### config.mk
export PLATFORM = sky130hd
export DESIGN_NAME = ones_counter
export DESIGN_NICKNAME = d
export VERILOG_FILES = /design/src/rtl/ones_cnt_pkg.sv /design/src/rtl/csa32_cell.sv /design/src/rtl/ones_cnt_node.sv /design/src/rtl/ones_counter.sv
export SDC_FILE = /design/constraint.sdc
export NUM_CORES = 1
export LEC_CHECK = 0
export BUFFER_PORTS_ARGS = -buffer_cell sky130_fd_sc_hd__clkbuf_2
export CAP_MARGIN = 25
export CORE_MARGIN = 5
export CORE_UTILIZATION = 42
export CTS_CLUSTER_DIAMETER = 150
export DETAILED_ROUTE_END_ITERATION = 16
export HOLD_SLACK_MARGIN = 0.05
export PLACE_DENSITY = 0.65
export SYNTH_ARGS = -nofsm -noshare
export SYNTH_HDL_FRONTEND = slang
export SYNTH_SLANG_ARGS = --single-unit
### constraint.sdc
create_clock -name clk -period 1.1 [get_ports clk]
set_input_delay 0.22 -clock clk [delete_from_list [all_inputs] [get_ports clk]]
set_output_delay 0.22 -clock clk [all_outputs]
set_load 0.03 [all_outputs]
### src/rtl/ones_cnt_pkg.sv
package ones_cnt_pkg;
   // Smallest and largest supported count widths.
   localparam int MIN_WIDTH = 3;
   localparam int MAX_WIDTH = 10;

   // Number of input bits a counter of count width n accepts.
   function automatic int inputs_for(input int n);
      return (1 << n) - 1;
   endfunction

   // Number of 3-2 cells a counter of width n consumes.
   function automatic int cells_for(input int n);
      int total;
      total = 4;
      for (int k = 4; k <= n; k++) total = 2 * total + (k - 1);
      return total;
   endfunction
endpackage

### src/rtl/csa32_cell.sv
module csa32_cell (
   input  logic a,
   input  logic b,
   input  logic c,
   output logic s,
   output logic co
);
   logic f;

   always_comb begin
      f  = a ^ c;
      s  = (f & ~b) | (~f & b);
      co = (f & b) | (~f & c);

      cell_sum_chk: assert ({co, s} == (2'(a) + 2'(b) + 2'(c)));
   end
endmodule

### src/rtl/ones_cnt_node.sv
module ones_cnt_node #(
   parameter int LVL = 3
) (
   input  logic [(2**LVL)-2:0] bits,
   output logic [LVL-1:0]      cnt
);
   localparam int HALF = (2**(LVL-1)) - 1;
   localparam int TOP  = 2 * HALF;

   generate
      if (LVL < ones_cnt_pkg::MIN_WIDTH) begin : g_bad
         $error("ones_cnt_node: level below base");
      end else if (LVL == ones_cnt_pkg::MIN_WIDTH) begin : g_base
         // Seven inputs counted by four cells: two triples, then a 2-cell chain.
         logic s_lo, c_lo, s_hi, c_hi, c_mid;
         csa32_cell u_lo  (.a(bits[0]), .b(bits[1]), .c(bits[2]), .s(s_lo), .co(c_lo));
         csa32_cell u_hi  (.a(bits[3]), .b(bits[4]), .c(bits[5]), .s(s_hi), .co(c_hi));
         csa32_cell u_b0  (.a(s_lo), .b(s_hi), .c(bits[6]), .s(cnt[0]), .co(c_mid));
         csa32_cell u_b1  (.a(c_lo), .b(c_hi), .c(c_mid),   .s(cnt[1]), .co(cnt[2]));
      end else begin : g_rec
         logic [LVL-2:0] lo_cnt;
         logic [LVL-2:0] hi_cnt;
         logic [LVL-1:0] rip;

         ones_cnt_node #(.LVL(LVL-1)) u_lo (
            .bits(bits[HALF-1:0]),
            .cnt (lo_cnt)
         );
         ones_cnt_node #(.LVL(LVL-1)) u_hi (
            .bits(bits[TOP-1:HALF]),
            .cnt (hi_cnt)
         );

         // Leftover input enters as carry-in of the lowest chain cell.
         assign rip[0] = bits[TOP];

         for (genvar k = 0; k < LVL-1; k++) begin : g_chain
            csa32_cell u_c (
               .a (lo_cnt[k]),
               .b (hi_cnt[k]),
               .c (rip[k]),
               .s (cnt[k]),
               .co(rip[k+1])
            );
         end

         assign cnt[LVL-1] = rip[LVL-1];
      end
   endgenerate
endmodule

### src/rtl/ones_counter.sv
module ones_counter #(
   parameter int N       = 7,
   parameter bit OUT_REG = 1'b1
) (
   input  logic               clk,
   input  logic               rst_n,
   input  logic [(2**N)-2:0]  din,
   output logic [N-1:0]       count
);
   localparam int IN_W  = ones_cnt_pkg::inputs_for(N);
   localparam int CELLS = ones_cnt_pkg::cells_for(N);


   if (N < ones_cnt_pkg::MIN_WIDTH || N > ones_cnt_pkg::MAX_WIDTH) begin : g_chk_n
      $error("ones_counter: N out of range");
   end
   if (IN_W != (2**N) - 1 || CELLS < 4) begin : g_chk_w
      $error("ones_counter: derived sizes inconsistent");
   end

   logic [N-1:0] raw_cnt;

   ones_cnt_node #(.LVL(N)) u_tree (
      .bits(din),
      .cnt (raw_cnt)
   );

   generate
      if (OUT_REG) begin : g_reg
         always_ff @(posedge clk or negedge rst_n) begin
            if (!rst_n) count <= '0;
            else        count <= raw_cnt;
         end


         popcount_match_chk: assert property (@(posedge clk) disable iff (!rst_n)
            $past(rst_n) |-> (32'(count) == $countones($past(din))));

         zero_in_chk: assert property (@(posedge clk) disable iff (!rst_n)
            ($past(rst_n) && $past(din) == '0) |-> (count == '0));

         full_in_chk: assert property (@(posedge clk) disable iff (!rst_n)
            ($past(rst_n) && (&$past(din))) |-> (&count));

         onehot_in_chk: assert property (@(posedge clk) disable iff (!rst_n)
            ($past(rst_n) && $countones($past(din)) == 1) |-> (count == N'(1)));
      end else begin : g_comb
         assign count = raw_cnt;
      end
   endgenerate
endmodule

==> flow_metrics.tcl, run 1 <==
set metrics [dict create \
    status "complete, but fails checks" \
    setup_viol 7 \
    gp_congestion 0.797 \
    crit_required_ps 1240 \
    ios 136 \
    clkSinkCount 7 \
    slowest_stage "xor3_2" \
    avgSynthCellArea_um2 7.91 \
    layout_common_cells "254 x buf_4, 133 x clkbuf_2, 90 x xnor2_1, 67 x maj3_1, 55 x nand2_1" \
    synth_edf_count 0 \
    crit_path_end_kind "flop" \
    drtIter0Drc 247 \
    drive_gt1_frac 0.473 \
    synth-seq-cells 7 \
    crit_top_cell "maj3_2" \
    dr.max_layer_used "met4" \
    start_util 0.431 \
    grt_max_degree 10 \
    grt-ovfl-total 0 \
    synth_top_area_share 0.184 \
    syn_to_final_growth_pct 56.5 \
    cts.path.max_buffers 2 \
    place_inst 1245 \
    numCtsBuffers 3 \
    worst_slack_ps -3160 \
    antenna_found_initial 0 \
    power_leakage_nw 4.13 \
    via_per_inst 5.09 \
    reg.largest.list "count (7)" \
    ys_seq_area_frac 0.0305 \
    drcViolationCount 0 \
    yosysTopAreaCell "xnor2_1" \
    nets 1214 \
    dr_wl_met2_mm 7.29 \
    largest_reg_flops 7 \
    finalHoldViolCount 0 \
    worstMarginPinSlew_ps 480 \
    n_antenna_cell 0 \
    relSlewSlack 0.677 \
    wl_per_cell_um 11.6 \
    drv_slew 0 \
    ys_async_sr_fraction 1.00 \
    total_power_mw 39.1 \
    rsz0062_at_grt "yes" \
    met1_length_mm 6.68 \
    grt_pass1_vias 5969 \
    grt.total_usage 0.170 \
    cts_root_buf "clkbuf_16" \
    dr_wl_met3_um 555 \
    fin_crit_sh 3.87 \
    io_buffers 135 \
    die_h_um 127 \
    hold_start "din[126]" \
    violations "setup timing" \
    syn_inst 727 \
    vdd_drop_max_uv 5470 \
    ant_nets 0 \
    vias 6405 \
    syn_nets 858 \
    finalNonFillerCells 1258 \
    synthTopCellsByArea "xnor2_1 18%, maj3_1 13%, xor3_1 6.6%" \
    synth_ff_type "dfrtp_1" \
    die_width_um 127 \
    crit_chain "clkbuf_2 > xor3_2 > xnor3_2 > nor2_1 > o21a_1 > or3_4 > and3_4 > or2_1 > xnor3_2 > maj3_2 > maj3_2 > xnor2_2 > xnor2_2 > maj3_2 > inv_2 > ha_4 > o21ai_4 > mux2i_2" \
    top_register "count" \
    grt_pass1_wl_mm 24.7 \
    syn_area_um2 5750 \
    path_clk_slew_ps 30 \
    dr.pass1.iters 6 \
    crit_end "count[6]$_DFF_PN0_" \
    ys_warn_count 0 \
    die-area_um2 16100 \
    rows 42 \
    cp_data_arrival_time_ps 4400 \
    crit_path_max_fanout 7 \
    layout_commonest_cell "buf_4" \
    power.density_nw_per_um2 4350 \
    fmax_mhz 235 \
    htree_num_levels 1 \
    cts_tree "done" \
    wl_mm 14.6 \
    min_period_ps 4260 \
    maxCapViolCount 0 \
    start_kind "input pin" \
    startpoint "din[25]" \
    worst-setup-path-type "in -> reg" \
    min_path_type "in -> reg" \
    synth.distinct_cells 78 \
    detailed_place_hpwl_mm 12.2 \
    coreArea_um2 13300 \
    cp_slowest_stage_delay_ps 500 \
]
-- synthesized netlist by cell type, types with 12 or more instances --
cell type,count
clkbuf_1,37
inv_1,20
xor2_1,26
xor3_1,16
nand3_1,14
maj3_2,12
maj3_1,73
o21ai_0,42
or2_2,12
xnor2_1,121
nor2_1,37
a21oi_1,46
nand2_1,56
-- worst max-delay path: cells and delay by family --
kind	cells	cell delay [ps]
AO/OA/AOI/OAI	2	350
buffers and inverters	2	180
AND/OR/NAND/NOR	4	870
XOR/XNOR	5	1340
multiplexers	1	230
adder cells (fa/ha/maj)	4	1210
-- area by class of cell --
type,count,area (µm²)
clock buffer,4,78.8
sequential,7,175
tap,176,220
inverter,20,75.1
multi-input combinational,659,5820
timing repair buffer,392,2630
fill,1154,4350
-- cell families (layout without fill, tap and decap cells) --
kind of cell             count (synthesis)  in the layout  share of synthesized area
AO/OA/AOI/OAI                          204            204                      0.248
adder cells (fa/ha/maj)                 87             87                      0.156
buffers and inverters                   61            416                     0.0405
flip-flops                               7              7                     0.0305
XOR/XNOR                               180            180                      0.358
multiplexers                             5              5                    0.00871
AND/OR/NAND/NOR                        183            183                      0.158
-- what timing repair did --
item                                    CTS  global route
gates resized for setup                  36            37
hold buffers                              1             0
endpoints found under the setup margin    7             7
pin swaps                                19            15
hold endpoints to repair                  7             0
setup buffers                             4             4
-- stage by stage --
step / hold WS, ps / area [µm²] / utilization / worst slack [ps] / setup TNS (ps)
2_1_floorplan: -75.6 / 5830 / - / -3090 / -17200
3_5_place_dp: 64.6 / 8420 / 0.630 / -3480 / -20420
6_report: 302 / 8990 / 0.674 / -3160 / -17960
4_1_cts: 309 / 8730 / 0.654 / -3180 / -18070
5_1_grt: 318 / 8990 / 0.674 / -3390 / -19280
3_3_place_gp: 58.7 / 8420 / 0.630 / -3360 / -19880
-- worst min-delay path by stage --
stage                         end  cells past startpoint
6_report       count[0]$_DFF_PN0_                      3
5_1_grt        count[0]$_DFF_PN0_                      3
4_1_cts        count[0]$_DFF_PN0_                      3
3_5_place_dp   count[2]$_DFF_PN0_                      1
3_3_place_gp   count[3]$_DFF_PN0_                      1
2_1_floorplan  count[0]$_DFF_PN0_                      0
-- metal layers --
metal,GRT usage,up-vias
li1,-,3381
met1,0.228,2919
met2,0.309,97
met3,0.0179,8
met4,0.0101,0
met5,0,-
-- where the power goes --
| group | leakage (nW) | switching [mW] | internal, mW |
|---|---|---|---|
| combinational | 4.01 | 16.1 | 21.8 |
| clock | 0.0382 | 0.134 | 0.482 |
| sequential | 0.0816 | 0.0574 | 0.611 |
| total | 4.13 | 16.2 | 22.9 |
Power figures use the tool's default switching activity.
==> run 2, diff against run 1 <==
Settings changed: TNS_END_PERCENT from default to 10.
==> flow_metrics.tcl, run 2 (synthesized netlist as in run 1, its figures left out) <==
set metrics [dict create \
    holdWs_ps 297 \
    min_period_ps 4310 \
    crit_required_ps 1250 \
    worstMarginPinSlew_ps 514 \
    fmax_mhz 232 \
    nets 1198 \
    largest_reg_flops 7 \
    status "complete, but fails checks" \
    antenna_found_initial 0 \
    rows 42 \
    final_util 0.645 \
    place_ws_ps -3440 \
    grt_pass1_wl_mm 24.2 \
    finalHoldViolCount 0 \
    drv_slew 0 \
    grt_max_degree 11 \
    finalNonFillerCells 1242 \
    min_path_type "in -> reg" \
    place_inst 1234 \
    grt_pass1_vias 5963 \
    cp_data_arrival_time_ps 4460 \
    power_leakage_nw 3.93 \
    start_util 0.431 \
    die_width_um 127 \
    top_register "count" \
    crit_path_end_kind "flop" \
    detailed_place_hpwl_mm 12.4 \
    worst_slack_ps -3210 \
    placed_area_um2 8340 \
    crit_path_max_fanout 3 \
    gp_congestion 0.827 \
    coreArea_um2 13300 \
    grt.total_usage 0.167 \
    ant_nets 0 \
    syn_to_final_growth_pct 49.8 \
    wl_per_cell_um 11.4 \
    layout_common_cells "239 x buf_4, 134 x clkbuf_2, 106 x xnor2_1, 69 x maj3_1, 55 x nand2_1" \
    die-area_um2 16100 \
    io_buffers 135 \
    numCtsBuffers 3 \
    cts_tree "done" \
    setup_viol 7 \
    drtIter0Drc 147 \
    ios 136 \
    dr.pass1.iters 5 \
    vias 6341 \
    grt-ovfl-total 0 \
    design_area_um2 8610 \
    rsz0062_at_grt "yes" \
    layout_commonest_cell "buf_4" \
    maxCapViolCount 0 \
    start_kind "input pin" \
    worst-setup-path-type "in -> reg" \
    reg.largest.list "count (7)" \
    path_clk_slew_ps 30 \
    vdd_drop_max_uv 5190 \
    drcViolationCount 0 \
    via_per_inst 5.11 \
    die_h_um 127 \
    clkSinkCount 7 \
    drive_gt1_frac 0.432 \
    cts.path.max_buffers 2 \
    relSlewSlack 0.653 \
    n_antenna_cell 0 \
    violations "setup timing" \
    setup_tns_ps -18180 \
    total_power_mw 34.4 \
    power.density_nw_per_um2 4000 \
    htree_num_levels 1 \
    fin_crit_sh 3.92 \
    wl_mm 14.2 \
    cts_root_buf "clkbuf_16" \
]
## run 2: cell types whose count changed in the layout (fill, tap and decap cells not counted), moves of 5 or more
cell / previous run / this run
buf_4: 254 / 239
xor3_2: 12 / 7
xor3_1: 8 / 13
xnor2_1: 90 / 106
xnor2_4: 5 / 0
xnor2_2: 27 / 16
## run 2: layout make-up
type | instances | area (µm²)
well taps | 176 | 220
fillers | 1179 | 4740
flip-flops and latches | 7 | 175
clock buffers | 4 | 78.8
repair buffers | 376 | 2510
multi-input cells | 659 | 5550
inverters | 20 | 75.1
## run 2: worst paths after layout
path / start / to / slack (ps) / depth (start not counted)
max in group asynchronous: rst_n / count[4]$_DFF_PN0_ / 560 / 2
max: din[120] / count[6]$_DFF_PN0_ / -3210 / 19
min: din[126] / count[0]$_DFF_PN0_ / 300 / 3
min in group asynchronous: rst_n / count[0]$_DFF_PN0_ / 370 / 2
## run 2: worst max-delay path, cell delays in order
cell	delay, ps
clkbuf_2	90
buf_4	110
xor3_1	420
maj3_1	390
nand2_1	80
nand2_1	60
a211oi_2	270
xnor2_2	160
xor2_1	280
xor3_2	420
maj3_2	360
xnor2_2	140
xnor2_1	160
maj3_2	320
maj3_2	320
inv_2	90
ha_4	210
o21ai_4	150
mux2i_1	190
## run 2: metal layers
layer | vias up | wire length (µm) | track usage
li1 | 3343 | - | -
met1 | 2894 | 6270 | 0.206
met2 | 94 | 7270 | 0.318
met3 | 10 | 472 | 0.0142
met4 | 0 | 160 | 0.0284
met5 | - | 0 | 0
## run 2: what timing repair did
action,4_1_cts,5_1_grt
endpoints found under the setup margin,7,7
cloned,0,0
hold buffers,1,0
resized for setup,7,19
endpoints found under the hold margin,7,0
setup buffers,1,2
pin swaps,6,11
## run 2: where the power goes
group	internal, mW	switching (mW)
clock	0.481	0.126
combinational	18.6	14.6
sequential	0.669	0.0543
total	19.7	14.7
